<file path="src/rtl/can_txs_pkg.sv">
package can_txs_pkg;

    localparam logic [7:0] TXS_OFS_ID  = 8'h30;
    localparam logic [7:0] TXS_OFS_LEN = 8'h34;
    localparam logic [7:0] TXS_OFS_DW1 = 8'h38;
    localparam logic [7:0] TXS_OFS_DW2 = 8'h3C;

    localparam int TXS_STAT_FULL_BIT = 10;
    localparam int TXS_LEN_MSB       = 31;
    localparam int TXS_LEN_LSB       = 28;

    typedef struct packed {
        logic [31:0] id;
        logic [3:0]  len;
        logic [31:0] dw1;
        logic [31:0] dw2;
    } txs_frame_t;

    localparam int TXS_FRAME_W = $bits(txs_frame_t);

    typedef enum logic [1:0] {
        HO_IDLE  = 2'd0,
        HO_OFFER = 2'd1,
        HO_BUSY  = 2'd2
    } txs_ho_state_e;

    // Bit 19 selects which flag marks a remote frame.
    function automatic logic txs_is_remote(input logic [31:0] id_word);
        return id_word[19] ? id_word[0] : id_word[20];
    endfunction

endpackage

</file>
<file path="src/rtl/can_txs_stage.sv">
module can_txs_stage
    import can_txs_pkg::*;
#(
    parameter int ADDR_W = 8
) (
    input  logic              clk,
    input  logic              rst_n,
    input  logic              wr_en,
    input  logic [ADDR_W-1:0] wr_addr,
    input  logic [31:0]       wr_data,
    output logic              commit_o,
    output txs_frame_t        frame_o
);

    logic [31:0] id_q;
    logic [3:0]  len_q;
    logic [31:0] dw1_q;
    logic [31:0] dw2_q;

    logic hit_id, hit_len, hit_dw1, hit_dw2;
    logic staged_remote;

    always_comb begin
        hit_id  = wr_en && (wr_addr == ADDR_W'(TXS_OFS_ID));
        hit_len = wr_en && (wr_addr == ADDR_W'(TXS_OFS_LEN));
        hit_dw1 = wr_en && (wr_addr == ADDR_W'(TXS_OFS_DW1));
        hit_dw2 = wr_en && (wr_addr == ADDR_W'(TXS_OFS_DW2));
    end

    always_ff @(posedge clk or negedge rst_n) begin
        if (!rst_n) begin
            id_q  <= '0;
            len_q <= '0;
            dw1_q <= '0;
            dw2_q <= '0;
        end else begin
            if (hit_id)  id_q  <= wr_data;
            if (hit_len) len_q <= wr_data[TXS_LEN_MSB:TXS_LEN_LSB];
            if (hit_dw1) dw1_q <= wr_data;
            if (hit_dw2) dw2_q <= wr_data;
        end
    end

    // The commit word is built from the write in flight, not the register.
    always_comb begin
        staged_remote = txs_is_remote(id_q);
        commit_o      = staged_remote ? hit_len : hit_dw2;
        frame_o.id    = id_q;
        frame_o.len   = hit_len ? wr_data[TXS_LEN_MSB:TXS_LEN_LSB] : len_q;
        frame_o.dw1   = staged_remote ? 32'h0 : dw1_q;
        frame_o.dw2   = staged_remote ? 32'h0 : (hit_dw2 ? wr_data : dw2_q);
    end

endmodule

</file>
<file path="src/rtl/can_txs_fifo.sv">
module can_txs_fifo #(
    parameter int DEPTH = 4,
    parameter int WIDTH = 100
) (
    input  logic                             clk,
    input  logic                             rst_n,
    input  logic                             push_i,
    input  logic [WIDTH-1:0]                 data_i,
    input  logic                             pop_i,
    output logic [WIDTH-1:0]                 data_o,
    output logic [$clog2(DEPTH+1)-1:0]       cnt_o,
    output logic                             full_o,
    output logic                             last_pop_o
);

    localparam int PTR_W = (DEPTH > 1) ? $clog2(DEPTH) : 1;
    localparam int CNT_W = $clog2(DEPTH + 1);

    logic [WIDTH-1:0] mem_q [DEPTH];
    logic [PTR_W-1:0] wr_ptr_q, rd_ptr_q;
    logic [PTR_W-1:0] wr_ptr_nxt, rd_ptr_nxt;
    logic [CNT_W-1:0] cnt_q;
    logic             accept, take;

    generate
        if ((1 << PTR_W) == DEPTH) begin : g_ptr_pow2
            assign wr_ptr_nxt = wr_ptr_q + PTR_W'(1);
            assign rd_ptr_nxt = rd_ptr_q + PTR_W'(1);
        end else begin : g_ptr_wrap
            assign wr_ptr_nxt = (wr_ptr_q == PTR_W'(DEPTH - 1)) ? '0 : wr_ptr_q + PTR_W'(1);
            assign rd_ptr_nxt = (rd_ptr_q == PTR_W'(DEPTH - 1)) ? '0 : rd_ptr_q + PTR_W'(1);
        end
    endgenerate

    always_comb begin
        full_o     = (cnt_q == CNT_W'(DEPTH));
        accept     = push_i && !full_o;
        take       = pop_i && (cnt_q != '0);
        last_pop_o = take && !accept && (cnt_q == CNT_W'(1));
        cnt_o      = cnt_q;
        data_o     = mem_q[rd_ptr_q];
    end

    always_ff @(posedge clk or negedge rst_n) begin
        if (!rst_n) begin
            wr_ptr_q <= '0;
            rd_ptr_q <= '0;
            cnt_q    <= '0;
        end else begin
            if (accept) wr_ptr_q <= wr_ptr_nxt;
            if (take)   rd_ptr_q <= rd_ptr_nxt;
            unique case ({accept, take})
                2'b10:   cnt_q <= cnt_q + CNT_W'(1);
                2'b01:   cnt_q <= cnt_q - CNT_W'(1);
                default: cnt_q <= cnt_q;
            endcase
        end
    end

    always_ff @(posedge clk) begin
        if (accept) mem_q[wr_ptr_q] <= data_i;
    end

endmodule

</file>
<file path="src/rtl/can_txs_ctrl.sv">
module can_txs_ctrl
    import can_txs_pkg::*;
(
    input  logic clk,
    input  logic rst_n,
    input  logic avail_i,
    input  logic full_i,
    input  logic last_pop_i,
    input  logic tx_ready_i,
    input  logic tx_sent_i,
    output logic tx_valid_o,
    output logic pop_o,
    output logic tx_ok_o,
    output logic evt_empty_o,
    output logic evt_full_o
);

    txs_ho_state_e state_q, state_d;
    logic          sent_hit;
    logic          full_q;

    always_ff @(posedge clk or negedge rst_n) begin
        if (!rst_n) state_q <= HO_IDLE;
        else        state_q <= state_d;
    end

    always_comb begin
        state_d = state_q;
        unique case (state_q)
            HO_IDLE:  if (avail_i)    state_d = HO_OFFER;
            HO_OFFER: if (tx_ready_i) state_d = HO_BUSY;
            HO_BUSY:  if (tx_sent_i)  state_d = avail_i ? HO_OFFER : HO_IDLE;
            default:                  state_d = HO_IDLE;
        endcase
    end

    always_comb begin
        tx_valid_o = (state_q == HO_OFFER);
        pop_o      = tx_valid_o && tx_ready_i;
        sent_hit   = (state_q == HO_BUSY) && tx_sent_i;
        evt_full_o = full_i && !full_q;
    end

    always_ff @(posedge clk or negedge rst_n) begin
        if (!rst_n) begin
            tx_ok_o     <= 1'b0;
            evt_empty_o <= 1'b0;
            full_q      <= 1'b0;
        end else begin
            tx_ok_o     <= sent_hit;
            evt_empty_o <= last_pop_i;
            full_q      <= full_i;
        end
    end

endmodule

</file>
<file path="src/rtl/can_txs.sv">
module can_txs
    import can_txs_pkg::*;
#(
    parameter int DEPTH  = 4,
    parameter int ADDR_W = 8
) (
    input  logic              clk,
    input  logic              rst_n,
    input  logic              wr_en,
    input  logic [ADDR_W-1:0] wr_addr,
    input  logic [31:0]       wr_data,
    output logic              tx_valid,
    input  logic              tx_ready,
    output logic [31:0]       tx_id,
    output logic [3:0]        tx_len,
    output logic [31:0]       tx_dw1,
    output logic [31:0]       tx_dw2,
    input  logic              tx_sent,
    output logic              tx_ok,
    output logic              evt_full,
    output logic              evt_empty,
    output logic [31:0]       status
);

    localparam int CNT_W = $clog2(DEPTH + 1);

    logic             commit;
    txs_frame_t       stage_frame;
    txs_frame_t       head_frame;
    logic [CNT_W-1:0] fifo_cnt;
    logic             fifo_full;
    logic             last_pop;
    logic             pop;

    can_txs_stage #(.ADDR_W(ADDR_W)) u_stage (
        .clk      (clk),
        .rst_n    (rst_n),
        .wr_en    (wr_en),
        .wr_addr  (wr_addr),
        .wr_data  (wr_data),
        .commit_o (commit),
        .frame_o  (stage_frame)
    );

    can_txs_fifo #(.DEPTH(DEPTH), .WIDTH(TXS_FRAME_W)) u_fifo (
        .clk        (clk),
        .rst_n      (rst_n),
        .push_i     (commit),
        .data_i     (stage_frame),
        .pop_i      (pop),
        .data_o     (head_frame),
        .cnt_o      (fifo_cnt),
        .full_o     (fifo_full),
        .last_pop_o (last_pop)
    );

    can_txs_ctrl u_ctrl (
        .clk         (clk),
        .rst_n       (rst_n),
        .avail_i     (fifo_cnt != '0),
        .full_i      (fifo_full),
        .last_pop_i  (last_pop),
        .tx_ready_i  (tx_ready),
        .tx_sent_i   (tx_sent),
        .tx_valid_o  (tx_valid),
        .pop_o       (pop),
        .tx_ok_o     (tx_ok),
        .evt_empty_o (evt_empty),
        .evt_full_o  (evt_full)
    );

    always_comb begin
        tx_id  = head_frame.id;
        tx_len = head_frame.len;
        tx_dw1 = head_frame.dw1;
        tx_dw2 = head_frame.dw2;
        status = '0;
        status[TXS_STAT_FULL_BIT] = fifo_full;
    end

endmodule

</file>
<file path="config.mk">
export PLATFORM = sky130hd
export DESIGN_NAME = can_txs
export DESIGN_NICKNAME = d
export VERILOG_FILES = /design/src/rtl/can_txs_pkg.sv /design/src/rtl/can_txs_stage.sv /design/src/rtl/can_txs_fifo.sv /design/src/rtl/can_txs_ctrl.sv /design/src/rtl/can_txs.sv
export SDC_FILE = /design/constraint.sdc
export NUM_CORES = 1
export LEC_CHECK = 0
export ABC_AREA = 1
export BUFFER_PORTS_ARGS = -buffer_cell sky130_fd_sc_hd__buf_4
export CORE_ASPECT_RATIO = 1.75
export CORE_MARGIN = 2
export CORE_UTILIZATION = 59
export CTS_CLUSTER_DIAMETER = 40
export CTS_CLUSTER_SIZE = 40
export DETAILED_ROUTE_END_ITERATION = 6
export HOLD_SLACK_MARGIN = 0.12
export MAX_ROUTING_LAYER = met4
export PLACE_DENSITY = 0.79
export SETUP_SLACK_MARGIN = 0.02
export SKIP_LAST_GASP = 1
export SYNTH_ARGS = -nofsm -noshare
export SYNTH_HDL_FRONTEND = slang
export SYNTH_SLANG_ARGS = --single-unit
</file>
<file path="constraint.sdc">
create_clock -name clk -period 7.3 [get_ports clk]
set_input_delay 0.73 -clock clk [delete_from_list [all_inputs] [get_ports clk]]
set_output_delay 0.73 -clock clk [all_outputs]
set_load 0.01 [all_outputs]
</file>
==> run summary <==
die height = 248.9 um
sequential-to-total area share from yosys stat = 73.24%
Worst-Skew Late Latency = 0.60 ns
Reg power frac = 44.6%
top cell types by occurrence after synthesis = edfxtp_1, nor2_1, o21ai_0
leakage = 8.480 nW
share of the synthesized area in the top cell type = 59.39%
Reg-to-Reg End = u_fifo.mem_q[3][47]
most common cell in the netlist = edfxtp_1
Sum Neg Setup Slack = 0 ns
RR Startpoint = u_stage.id_q[20]
Synth area leader = edfxtp_1
gr ovfl total = 0
Die X = 144.0 um
worst r2r path cells = 8
first-pass GRT wire length = 67120 um
routed vias = 12542
Final WS setup = 2.979 ns
Worst slew margin = 28.43%
CP Data Required Time = 6.57 ns
Worst Max-Slew Pin Slew = 1.074 ns
Initial DRC Count = 1307
initial antenna violation count = 0
final wirelength = 43380 um
unique cell type count in the Yosys netlist = 31
Fillers = 2343
Setup WS pre-CTS = 2.800 ns
Hold Fails Final Rpt = 0
cell family with most CP delay = buffers and inverters
clk buf depth = 3
RSZ-0062 raised after global routing = no
Setup-failing EPs final = 0
area added between synthesis and finish = 11.44%
CP Cell Sequence = inv_6 -> buf_4 -> o21ai_0 -> o22ai_1 -> buf_4
Syn Std Cell Area = 0.02023 mm2
slowest CP cell = inv_6
die area = 0.03584 mm2
RePlAce Congestion = 0.7888
Sw Share = 34.08%
clock skew = 0.02352 ns
Buffers on Ports = 149
clock root cell = clkbuf_16
largest net degree at the start of global routing = 133
YS warnings = 0
top cells by area, synth = edfxtp_1, dfrtp_1, o21ai_0, nor2_1, o22ai_1
Switching Power = 2.604 mW
slowest stage delay, CP = 0.75 ns
# nets final = 1771
pwr/cell area = 339.0 mW/mm2
Internal = 5.036 mW
Peak Freq = 0.2315 GHz
Tmin final = 4.321 ns
Site Rows = 89
Post-DP HPWL = 25050 um
# resized after CTS = 0
crit-path max FO = 132
Final Cycle Share = 59.19%
Worst Hold Depth = 2
I/O Pins = 181
H-tree lvl count = 1
CTS tree = yes
Worst Hold Path EP = u_ctrl.state_q[0]
Via density = 5.711
TritonCTS Buffers = 31
hold buffers post-CTS = 1
Clock Sink Count = 512
CP Class = reg -> out
Yosys reg bits = 512
Syn Area/Cell = 12.53 um2
Hold Path Class = in -> reg
Async SR Flop Fraction = 21.88%
First-pass DRT Iterations = 5
Antenna Nets Post-Route = 0
Worst setup EP type = output port
setup bufs post-CTS = 0
core area = 0.03374 mm2
most frequent CP cell = buf_4
drc violations = 0
clock share of power = 24.5%
synthesized instance count = 1614
n_diodes = 0
Slew Viols, Final = 0
Worst setup SP type = flip-flop
CTS clk-pin slew, worst paths = 0.08 ns
hold_sp = tx_ready
Post-synth EDFFs = 400
VDD IR max = 287.0 uV
combinational share of power = 30.9%
total track usage = 25.04%
worst path buffer plus inverter count = 3
r2r setup slk = 4.19 ns
vias in the first global route = 12307
Critical Path AT = 3.59 ns
wire per inst = 19.76 um
layout cell share with drive strength beyond 1 = 16.37%
status = complete, no violations
Max Cap Viol = 0
top_reg_cell synth = edfxtp_1
Starting Density = 59.94%
## area by class of cell
type	instances	area [um2]	area share [%]
sequential	512	14820	65.76
multi-input combinational	855	4257	18.89
timing repair buffer	163	1251	5.551
clock buffer	38	852.1	3.780
inverter	154	583.1	2.587
tap	455	569.3	2.526
clock inverter	19	205.2	0.9104
## through the flow
step	cell area [um2]	instances	util, %	hold WS (ns)	total power, mW
after floorplan	20340	1644	-	0.4293	4.748
after global placement	21470	2138	63.64	0.4421	5.774
after detailed placement	21470	2138	63.64	0.4688	5.847
after CTS	22540	2196	66.80	0.3141	7.687
after global routing	22540	2196	66.80	0.3343	7.996
final	22540	2196	66.80	0.3348	7.640
## state kept, by name, indices dropped and copies added, names as in the netlist
| name | count |
|---|---|
| u_ctrl.full_q | 1 |
| u_ctrl.tx_ok_o | 1 |
| u_fifo.cnt_o | 3 |
| u_stage.dw1_q | 32 |
| u_fifo.wr_ptr_q | 2 |
| u_stage.dw2_q | 32 |
| u_stage.len_q | 4 |
| u_ctrl.state_q | 2 |
| u_ctrl.evt_empty_o | 1 |
| u_fifo.rd_ptr_q | 2 |
| u_stage.id_q | 32 |
| u_fifo.mem_q | 400 |
## how the worst max path moves through the flow
stage,from,endpoint,slack [ns],depth (start not counted)
finish,u_fifo.rd_ptr_q[0],tx_len[3],2.98,5
global route,u_fifo.rd_ptr_q[0],tx_len[3],2.78,5
CTS,u_fifo.rd_ptr_q[0],tx_len[3],2.89,5
detailed placement,wr_addr[0],u_fifo.mem_q[3][83],2.80,10
global placement,wr_addr[0],u_fifo.mem_q[3][43],2.89,10
floorplan,wr_addr[0],u_fifo.mem_q[0][0],1.11,8
## logic make-up (layout without fill, tap and decap cells)
| family | Yosys count | count (layout) | share of synthesized area [%] |
|---|---|---|---|
| AND/OR/NAND/NOR | 405 | 405 | 7.863 |
| adder cells (fa/ha/maj) | 9 | 9 | 0.5568 |
| XOR/XNOR | 4 | 4 | 0.1732 |
| AO/OA/AOI/OAI | 406 | 406 | 11.61 |
| flip-flops | 512 | 512 | 73.24 |
| buffers and inverters | 277 | 374 | 6.533 |
| other | 1 | 31 | 0.01854 |
## layout by cell type (no fill, tap or decap), drive strengths merged, types with 2 or more instances in the layout
cell        n
clkbuf     38
dfrtp     112
nand2     117
clkinv      7
o22ai     100
clkinvlp    2
nand4       2
ha          9
nand3       3
conb       31
edfxtp    400
xor2        2
o31ai       2
inv       164
o21ai     303
buf       162
nor2      279
xnor2       2
## worst register-to-register path, delay by kind of cell, from the launching register on
| family | cells | cell delay [ns] |
|---|---|---|
| buffers and inverters | 4 | 1.56 |
| AND/OR/NAND/NOR | 3 | 0.48 |
| flip-flops | 1 | 0.44 |
| AO/OA/AOI/OAI | 1 | 0.23 |
## per-layer routing
metal  global-route usage (%)  up-vias  share of wire [%]
li1                         -     5733                  -
met2                    41.02      568                 51
met1                    32.80     6150                 38
met3                    2.153       91                7.0
met4                    9.692        0                3.8
met5                        -        -                  0
## power groups by stage
stage | Sequential [mW] | Clock [mW] | Combinational [mW]
final | 3.41 | 1.87 | 2.36
after global routing | 3.42 | 2.00 | 2.58
after CTS | 3.40 | 1.89 | 2.39
after detailed placement | 3.47 | 0 | 2.38
after global placement | 3.46 | 0 | 2.31
after floorplan | 3.37 | 0 | 1.38
Power figures use the tool's default switching activity.
